$ cat src/rtl/pwm_jit_pkg.sv
package pwm_jit_pkg;

    typedef enum logic [1:0] {
        ST_IDLE = 2'd0,
        ST_SOFT = 2'd1,
        ST_RUN  = 2'd2
    } core_state_t;

endpackage

$ cat src/rtl/pwm_period_gen.sv
// Switching period counter with a triangular sweep of the period length.
module pwm_period_gen #(
    parameter int NOM  = 100,
    parameter int SPAN = 4,
    parameter int STEP = 1,
    parameter int PW   = 7
) (
    input  logic          clk,
    input  logic          rst_n,
    input  logic          clr,
    input  logic          jit_en,
    output logic [PW-1:0] cnt,
    output logic [PW-1:0] per,
    output logic          cyc_start
);
    localparam logic [PW-1:0] P_NOM  = PW'(NOM);
    localparam logic [PW-1:0] P_HI   = PW'(NOM + SPAN);
    localparam logic [PW-1:0] P_LO   = PW'(NOM - SPAN);
    localparam logic [PW-1:0] P_STEP = PW'(STEP);

    logic [PW-1:0] cnt_q;
    logic [PW-1:0] per_q;
    logic          dir_up;
    logic          wrap;

    assign wrap = (cnt_q == per_q - 1'b1);

    always_ff @(posedge clk or negedge rst_n) begin
        if (!rst_n) begin
            cnt_q  <= '0;
            per_q  <= P_NOM;
            dir_up <= 1'b1;
        end else if (clr) begin
            cnt_q  <= '0;
            per_q  <= P_NOM;
            dir_up <= 1'b1;
        end else begin
            cnt_q <= wrap ? '0 : cnt_q + 1'b1;
            if (wrap) begin
                if (!jit_en) begin
                    per_q  <= P_NOM;
                    dir_up <= 1'b1;
                end else if (dir_up) begin
                    if (per_q + P_STEP >= P_HI) begin
                        per_q  <= P_HI;
                        dir_up <= 1'b0;
                    end else begin
                        per_q <= per_q + P_STEP;
                    end
                end else begin
                    if (per_q <= P_LO + P_STEP) begin
                        per_q  <= P_LO;
                        dir_up <= 1'b1;
                    end else begin
                        per_q <= per_q - P_STEP;
                    end
                end
            end
        end
    end

    assign cnt       = cnt_q;
    assign per       = per_q;
    assign cyc_start = (cnt_q == '0);

endmodule

$ cat src/rtl/pwm_softstart.sv
// Step counter that raises the duty limit in equal time slices.
module pwm_softstart #(
    parameter int STEPS    = 32,
    parameter int STEP_CYC = 250,
    parameter int SW       = 6,
    parameter int TW       = 8
) (
    input  logic          clk,
    input  logic          rst_n,
    input  logic          clr,
    input  logic          run,
    output logic [SW-1:0] step,
    output logic          done
);
    localparam logic [TW-1:0] TICK_LAST = TW'(STEP_CYC - 1);
    localparam logic [SW-1:0] STEP_LAST = SW'(STEPS);

    logic [TW-1:0] tick_q;
    logic [SW-1:0] step_q;

    assign done = (step_q == STEP_LAST);

    always_ff @(posedge clk or negedge rst_n) begin
        if (!rst_n) begin
            tick_q <= '0;
            step_q <= '0;
        end else if (clr) begin
            tick_q <= '0;
            step_q <= '0;
        end else if (run && !done) begin
            if (tick_q == TICK_LAST) begin
                tick_q <= '0;
                step_q <= step_q + 1'b1;
            end else begin
                tick_q <= tick_q + 1'b1;
            end
        end
    end

    assign step = step_q;

endmodule

$ cat src/rtl/pwm_gate_latch.sv
// Gate latch: set at period start, cleared by limit or a qualified flag.
module pwm_gate_latch #(
    parameter int PW  = 7,
    parameter int LEB = 4
) (
    input  logic          clk,
    input  logic          rst_n,
    input  logic          kill,
    input  logic          cyc_start,
    input  logic [PW-1:0] cnt,
    input  logic [PW-1:0] lim,
    input  logic          flag_any,
    output logic          gate
);
    localparam logic [PW-1:0] LEB_C = PW'(LEB);

    logic gate_q;
    logic blank_over;

    assign blank_over = (cnt > LEB_C);

    always_ff @(posedge clk or negedge rst_n) begin
        if (!rst_n) begin
            gate_q <= 1'b0;
        end else if (kill) begin
            gate_q <= 1'b0;
        end else if (cyc_start) begin
            gate_q <= (lim != '0);
        end else if (gate_q && ((cnt >= lim) || (flag_any && blank_over))) begin
            gate_q <= 1'b0;
        end
    end

    assign gate = gate_q;

endmodule

$ cat src/rtl/pwm_jitter_core.sv
module pwm_jitter_core
    import pwm_jit_pkg::*;
#(
    parameter int PERIOD_NOM  = 100,
    parameter int JIT_SPAN    = 4,
    parameter int JIT_STEP    = 1,
    parameter int DUTY_NUM    = 3,
    parameter int DUTY_DEN    = 4,
    parameter int LEB_CYC     = 4,
    parameter int SS_STEPS    = 32,
    parameter int SS_STEP_CYC = 250
) (
    input  logic                           clk,
    input  logic                           rst_n,
    input  logic                           en,
    input  logic                           restart,
    input  logic                           flag_pwm,
    input  logic                           flag_ss,
    input  logic                           flag_ilim,
    output logic                           gate,
    output logic                           ss_done,
    output logic [$clog2(SS_STEPS+1)-1:0]  ss_step
);
    localparam int PW = $clog2(PERIOD_NOM + JIT_SPAN + JIT_STEP + 1);
    localparam int SW = $clog2(SS_STEPS + 1);
    localparam int TW = $clog2(SS_STEP_CYC);
    localparam int MW = PW + $clog2(DUTY_NUM + 1);
    localparam int LW = MW + SW;

    core_state_t state_q, state_d;

    logic          clr_all;
    logic          jit_en;
    logic          ss_run;
    logic          cyc_start;
    logic [PW-1:0] cyc_cnt;
    logic [PW-1:0] cur_per;
    logic [PW-1:0] max_on;
    logic [PW-1:0] on_lim;
    logic [MW-1:0] duty_prod;
    logic [LW-1:0] soft_prod;
    logic          flag_any;

    // State register
    always_ff @(posedge clk or negedge rst_n) begin
        if (!rst_n) state_q <= ST_IDLE;
        else        state_q <= state_d;
    end

    // Next state
    always_comb begin
        state_d = state_q;
        unique case (state_q)
            ST_IDLE: if (en) state_d = ST_SOFT;
            ST_SOFT: begin
                if (!en)                       state_d = ST_IDLE;
                else if (ss_done && !restart)  state_d = ST_RUN;
            end
            ST_RUN: begin
                if (!en)          state_d = ST_IDLE;
                else if (restart) state_d = ST_SOFT;
            end
            default: state_d = ST_IDLE;
        endcase
    end

    // State outputs
    always_comb begin
        clr_all = !en || restart;
        jit_en  = 1'b0;
        ss_run  = 1'b0;
        unique case (state_q)
            ST_IDLE: clr_all = 1'b1;
            ST_SOFT: ss_run  = 1'b1;
            ST_RUN:  jit_en  = 1'b1;
            default: clr_all = 1'b1;
        endcase
    end

    pwm_period_gen #(
        .NOM (PERIOD_NOM),
        .SPAN(JIT_SPAN),
        .STEP(JIT_STEP),
        .PW  (PW)
    ) u_period (
        .clk      (clk),
        .rst_n    (rst_n),
        .clr      (clr_all),
        .jit_en   (jit_en),
        .cnt      (cyc_cnt),
        .per      (cur_per),
        .cyc_start(cyc_start)
    );

    pwm_softstart #(
        .STEPS   (SS_STEPS),
        .STEP_CYC(SS_STEP_CYC),
        .SW      (SW),
        .TW      (TW)
    ) u_soft (
        .clk  (clk),
        .rst_n(rst_n),
        .clr  (clr_all),
        .run  (ss_run),
        .step (ss_step),
        .done (ss_done)
    );

    // Duty limits: full limit follows the live period length
    assign duty_prod = MW'(cur_per) * MW'(DUTY_NUM);
    assign max_on    = PW'(duty_prod / MW'(DUTY_DEN));
    assign soft_prod = LW'(max_on) * LW'(ss_step);

    always_comb begin
        if (state_q == ST_RUN) on_lim = max_on;
        else                   on_lim = PW'(soft_prod / LW'(SS_STEPS));
    end

    assign flag_any = flag_pwm || flag_ss || flag_ilim;

    pwm_gate_latch #(
        .PW (PW),
        .LEB(LEB_CYC)
    ) u_gate (
        .clk      (clk),
        .rst_n    (rst_n),
        .kill     (clr_all),
        .cyc_start(cyc_start),
        .cnt      (cyc_cnt),
        .lim      (on_lim),
        .flag_any (flag_any),
        .gate     (gate)
    );

endmodule

$ cat config.mk
export PLATFORM = sky130hd
export DESIGN_NAME = pwm_jitter_core
export DESIGN_NICKNAME = d
export VERILOG_FILES = /design/src/rtl/pwm_jit_pkg.sv /design/src/rtl/pwm_period_gen.sv /design/src/rtl/pwm_softstart.sv /design/src/rtl/pwm_gate_latch.sv /design/src/rtl/pwm_jitter_core.sv
export SDC_FILE = /design/constraint.sdc
export NUM_CORES = 1
export LEC_CHECK = 0
export CAP_MARGIN = 20
export CORE_MARGIN = 2
export CORE_UTILIZATION = 50
export DETAILED_ROUTE_END_ITERATION = 12
export PLACE_DENSITY = 0.65
export SYNTH_ARGS = -nofsm -noshare
export SYNTH_HDL_FRONTEND = slang
export SYNTH_HIERARCHICAL = 1
export SYNTH_SLANG_ARGS = --single-unit
$ cat constraint.sdc
create_clock -name clk -period 8.4 [get_ports clk]
set_input_delay 1.68 -clock clk [delete_from_list [all_inputs] [get_ports clk]]
set_output_delay 1.68 -clock clk [all_outputs]
set_load 0.02 [all_outputs]
==> results.sh <==
export IMPL_synth_area_per_cell_um2=8.66
export IMPL_timing_setup_tns_ns=0
export IMPL_netlist_area_um2=4060
export IMPL_required_ns=8.59
export IMPL_intPower_mw=0.268
export IMPL_finalClockSkew_ns=0.00927
export IMPL_critical_path_max_stage_delay_ns=0.61
export IMPL_grt_pass1_vias=3281
export IMPL_initial_utilization=0.520
export IMPL_switching_share=0.339
export IMPL_synth_top_area_frac=0.173
export IMPL_drt_iter0_drc=117
export IMPL_synth_nets=540
export IMPL_place_congestion=0.876
export IMPL_die_x_um=94.1
export IMPL_root_buffer="clkbuf_8"
export IMPL_cp_depth=26
export IMPL_clk_latency_ns=0.29
export IMPL_hold_path_class="reg -> reg"
export IMPL_hold_depth=2
export IMPL_io_buffers=14
export IMPL_synth_yosys_seq_area_share=0.198
export IMPL_async_flop_share=1.00
export IMPL_grt_overflow=0
export IMPL_relSlewSlack=0.460
export IMPL_row_count=32
export IMPL_synth_edf_count=0
export IMPL_vias=3370
export IMPL_crit_family="adder cells"
export IMPL_min_delay_start="u_period/dir_up$_DFFE_PN1P_"
export IMPL_power_density_nw_per_um2=92.6
export IMPL_area_growth_pct=7.67
export IMPL_synth_most_common_cell="inv_1"
export IMPL_r2r_cells=26
export IMPL_cts_buffer_depth=2
export IMPL_cp_arrival_ns=7.04
export IMPL_synthTopCellsByArea="dfrtp_1 (17%), ha_1 (14%), fa_1 (9.9%)"
export IMPL_ant_nets=0
export IMPL_rsz0062_at_grt="no"
export IMPL_cts_tree="done"
export IMPL_fin_util=0.560
export IMPL_finalHoldViolations=0
export IMPL_fp_coreArea_um2=7810
export IMPL_drc=0
export IMPL_yosysWarnings=6
export IMPL_ioPinCount=15
export IMPL_crit_type="reg -> reg"
export IMPL_final_max_slew_viol_count=0
export IMPL_fillers=723
export IMPL_cts_hold_fix_buffers=0
export IMPL_status="completed"
export IMPL_final_seq_area_um2=806
export IMPL_ys_top_cells_by_count="inv_1 (53), ha_1 (44), nand2_1 (31)"
export IMPL_r2r_start="u_period/per[0]$_DFFE_PN0P_"
export IMPL_fmax_ghz=0.146
export IMPL_critPathCaptureType="flip-flop"
export IMPL_leakage_nw=1.87
export IMPL_dp_hpwl_um=6580
export IMPL_clk_pin_slew_ns=0.07
export IMPL_finalPower_mw=0.405
export IMPL_synth_cell_types=71
export IMPL_post_cts_resized=0
export IMPL_irDropWorstVdd_mv=0.0749
export IMPL_drive_gt1_frac=0.0811
export IMPL_post_cts_setup_buffers=0
export IMPL_fp_dieH_um=94.1
export IMPL_num_antenna_cells=0
export IMPL_worst_slew_pin_slew_ns=0.808
export IMPL_cp_common_cell="fa_1"
export IMPL_numCtsBuffers=5
export IMPL_p_seq_frac=0.422
export IMPL_r2r_slack_ns=1.55
export IMPL_multi_input_area_um2=3000
export IMPL_grt_max_degree=33
export IMPL_crit_buf_inv=3
export IMPL_avgViaCountPerCell=5.78
export IMPL_ys_flop_type="dfrtp_1"
export IMPL_clockPowerShare=0.312
export IMPL_finalWirelength_um=8980
export IMPL_ys_ff_latch=32
export IMPL_die_area_um2=8860
export IMPL_p_sw_mw=0.137
export IMPL_grt_pass1_wl_um=15600
export IMPL_antenna_found_initial=0
export IMPL_maxCapViolCount=0
export IMPL_crit_slowest_cell="dfrtp_1"
export IMPL_yosysTopAreaCell="dfrtp_1"
export IMPL_nets=551
export IMPL_fin_crit_ns=6.85
export IMPL_worstSetupStartpointType="flip-flop"
export IMPL_final_setup_viol_count=0
export IMPL_wl_per_cell_um=15.4
export IMPL_cp_startpoint="u_period/per[0]$_DFFE_PN0P_"
export IMPL_crit_fanout=18
export IMPL_fin_crit_sh=0.816
export IMPL_cts_htree_levels=2
export IMPL_syn_inst=469
export IMPL_gr_usage_all_layers=0.220
export IMPL_numClockSinks=32
export IMPL_comb_power_share=0.266
export IMPL_first_pass_iters=4
state kept, by name, indices dropped and copies added (netlist names):
signal / count
u_soft/tick_q: 8
u_period/cnt: 7
u_period/per: 7
u_soft/step: 6
state_q: 2
u_gate/gate: 1
u_period/dir_up: 1
through the flow:
stage	std cells	setup WS [ns]	hold slack, ns	cell area, um^2
final	583	1.55	0.569	4370
after global routing	583	1.14	0.586	4370
after CTS	583	1.57	0.566	4370
after detailed placement	575	1.61	0.557	4280
after global placement	575	1.66	0.538	4280
after floorplan	469	2.30	0.515	4060
final timing paths:
| path | end |
|---|---|
| min | u_period/dir_up$_DFFE_PN1P_ |
| max reg2reg | u_gate/gate$_DFFE_PN0P_ |
| min in group asynchronous | u_soft/tick_q[3]$_DFFE_PN0P_ |
| min reg2reg | u_period/dir_up$_DFFE_PN1P_ |
| max in group asynchronous | u_period/per[2]$_DFFE_PN1P_ |
| max | u_gate/gate$_DFFE_PN0P_ |
power by group through the flow:
stage                     Sequential (mW)  Combinational (mW)  Clock, mW
final                               0.171               0.108      0.126
after global routing                0.172               0.125      0.139
after CTS                           0.171               0.108      0.130
after detailed placement            0.174               0.107          0
after global placement              0.174               0.107          0
after floorplan                     0.172              0.0782          0
cells in the final DEF, fill, tap and decap left out, drive strengths merged, types with 4 or more instances in the layout:
| cell type | count |
|---|---|
| inv | 53 |
| ha | 44 |
| and2 | 32 |
| nand2 | 31 |
| dfrtp | 28 |
| nor2 | 27 |
| xnor2 | 25 |
| o21ai | 25 |
| a21oi | 21 |
| fa | 20 |
| nand3 | 15 |
| clkdlybuf4s50 | 14 |
| xor2 | 12 |
| nor4 | 9 |
| or3 | 9 |
| nor2b | 8 |
| nand4 | 8 |
| a21o | 7 |
| clkbuf | 6 |
| nor3 | 6 |
| a211oi | 5 |
| a31oi | 5 |
| o211ai | 4 |
| nand2b | 4 |
| nand4b | 4 |
| and3 | 4 |
| dfstp | 4 |
| o21bai | 4 |
| or4 | 4 |
cell type report:
type,instances,share of cell area
multi-input combinational,373,0.686
sequential,32,0.184
inverter,53,0.0455
timing repair buffer,15,0.0338
tap,102,0.0292
clock buffer,6,0.0189
clock inverter,2,0.00229
worst register-to-register path: cells and delay by family (launching register included):
kind / cells / cell delay (ns)
fa+ha+maj: 6 / 2.36
compound gates: 10 / 1.73
simple gates: 6 / 1.53
flops: 1 / 0.61
xor+xnor: 1 / 0.39
buf+inv: 3 / 0.15
logic make-up after synthesis:
logic type	count (synthesis)	share of synthesized area
buffers and inverters	64	0.0629
and+or+nand+nor	174	0.249
DFF	32	0.198
AOI/OAI and AO/OA	94	0.159
adders and majority gates	64	0.234
muxes	3	0.00770
xor gates and xnor gates	38	0.0894
metal layers:
| metal | GRT usage | part of all wire |
|---|---|---|
| met1 | 0.295 | 0.47 |
| met2 | 0.383 | 0.49 |
| met3 | 0.0265 | 0.027 |
| met4 | 0.0399 | 0.0082 |
| met5 | 0 | 0 |
(Power assumes the default switching activity.)
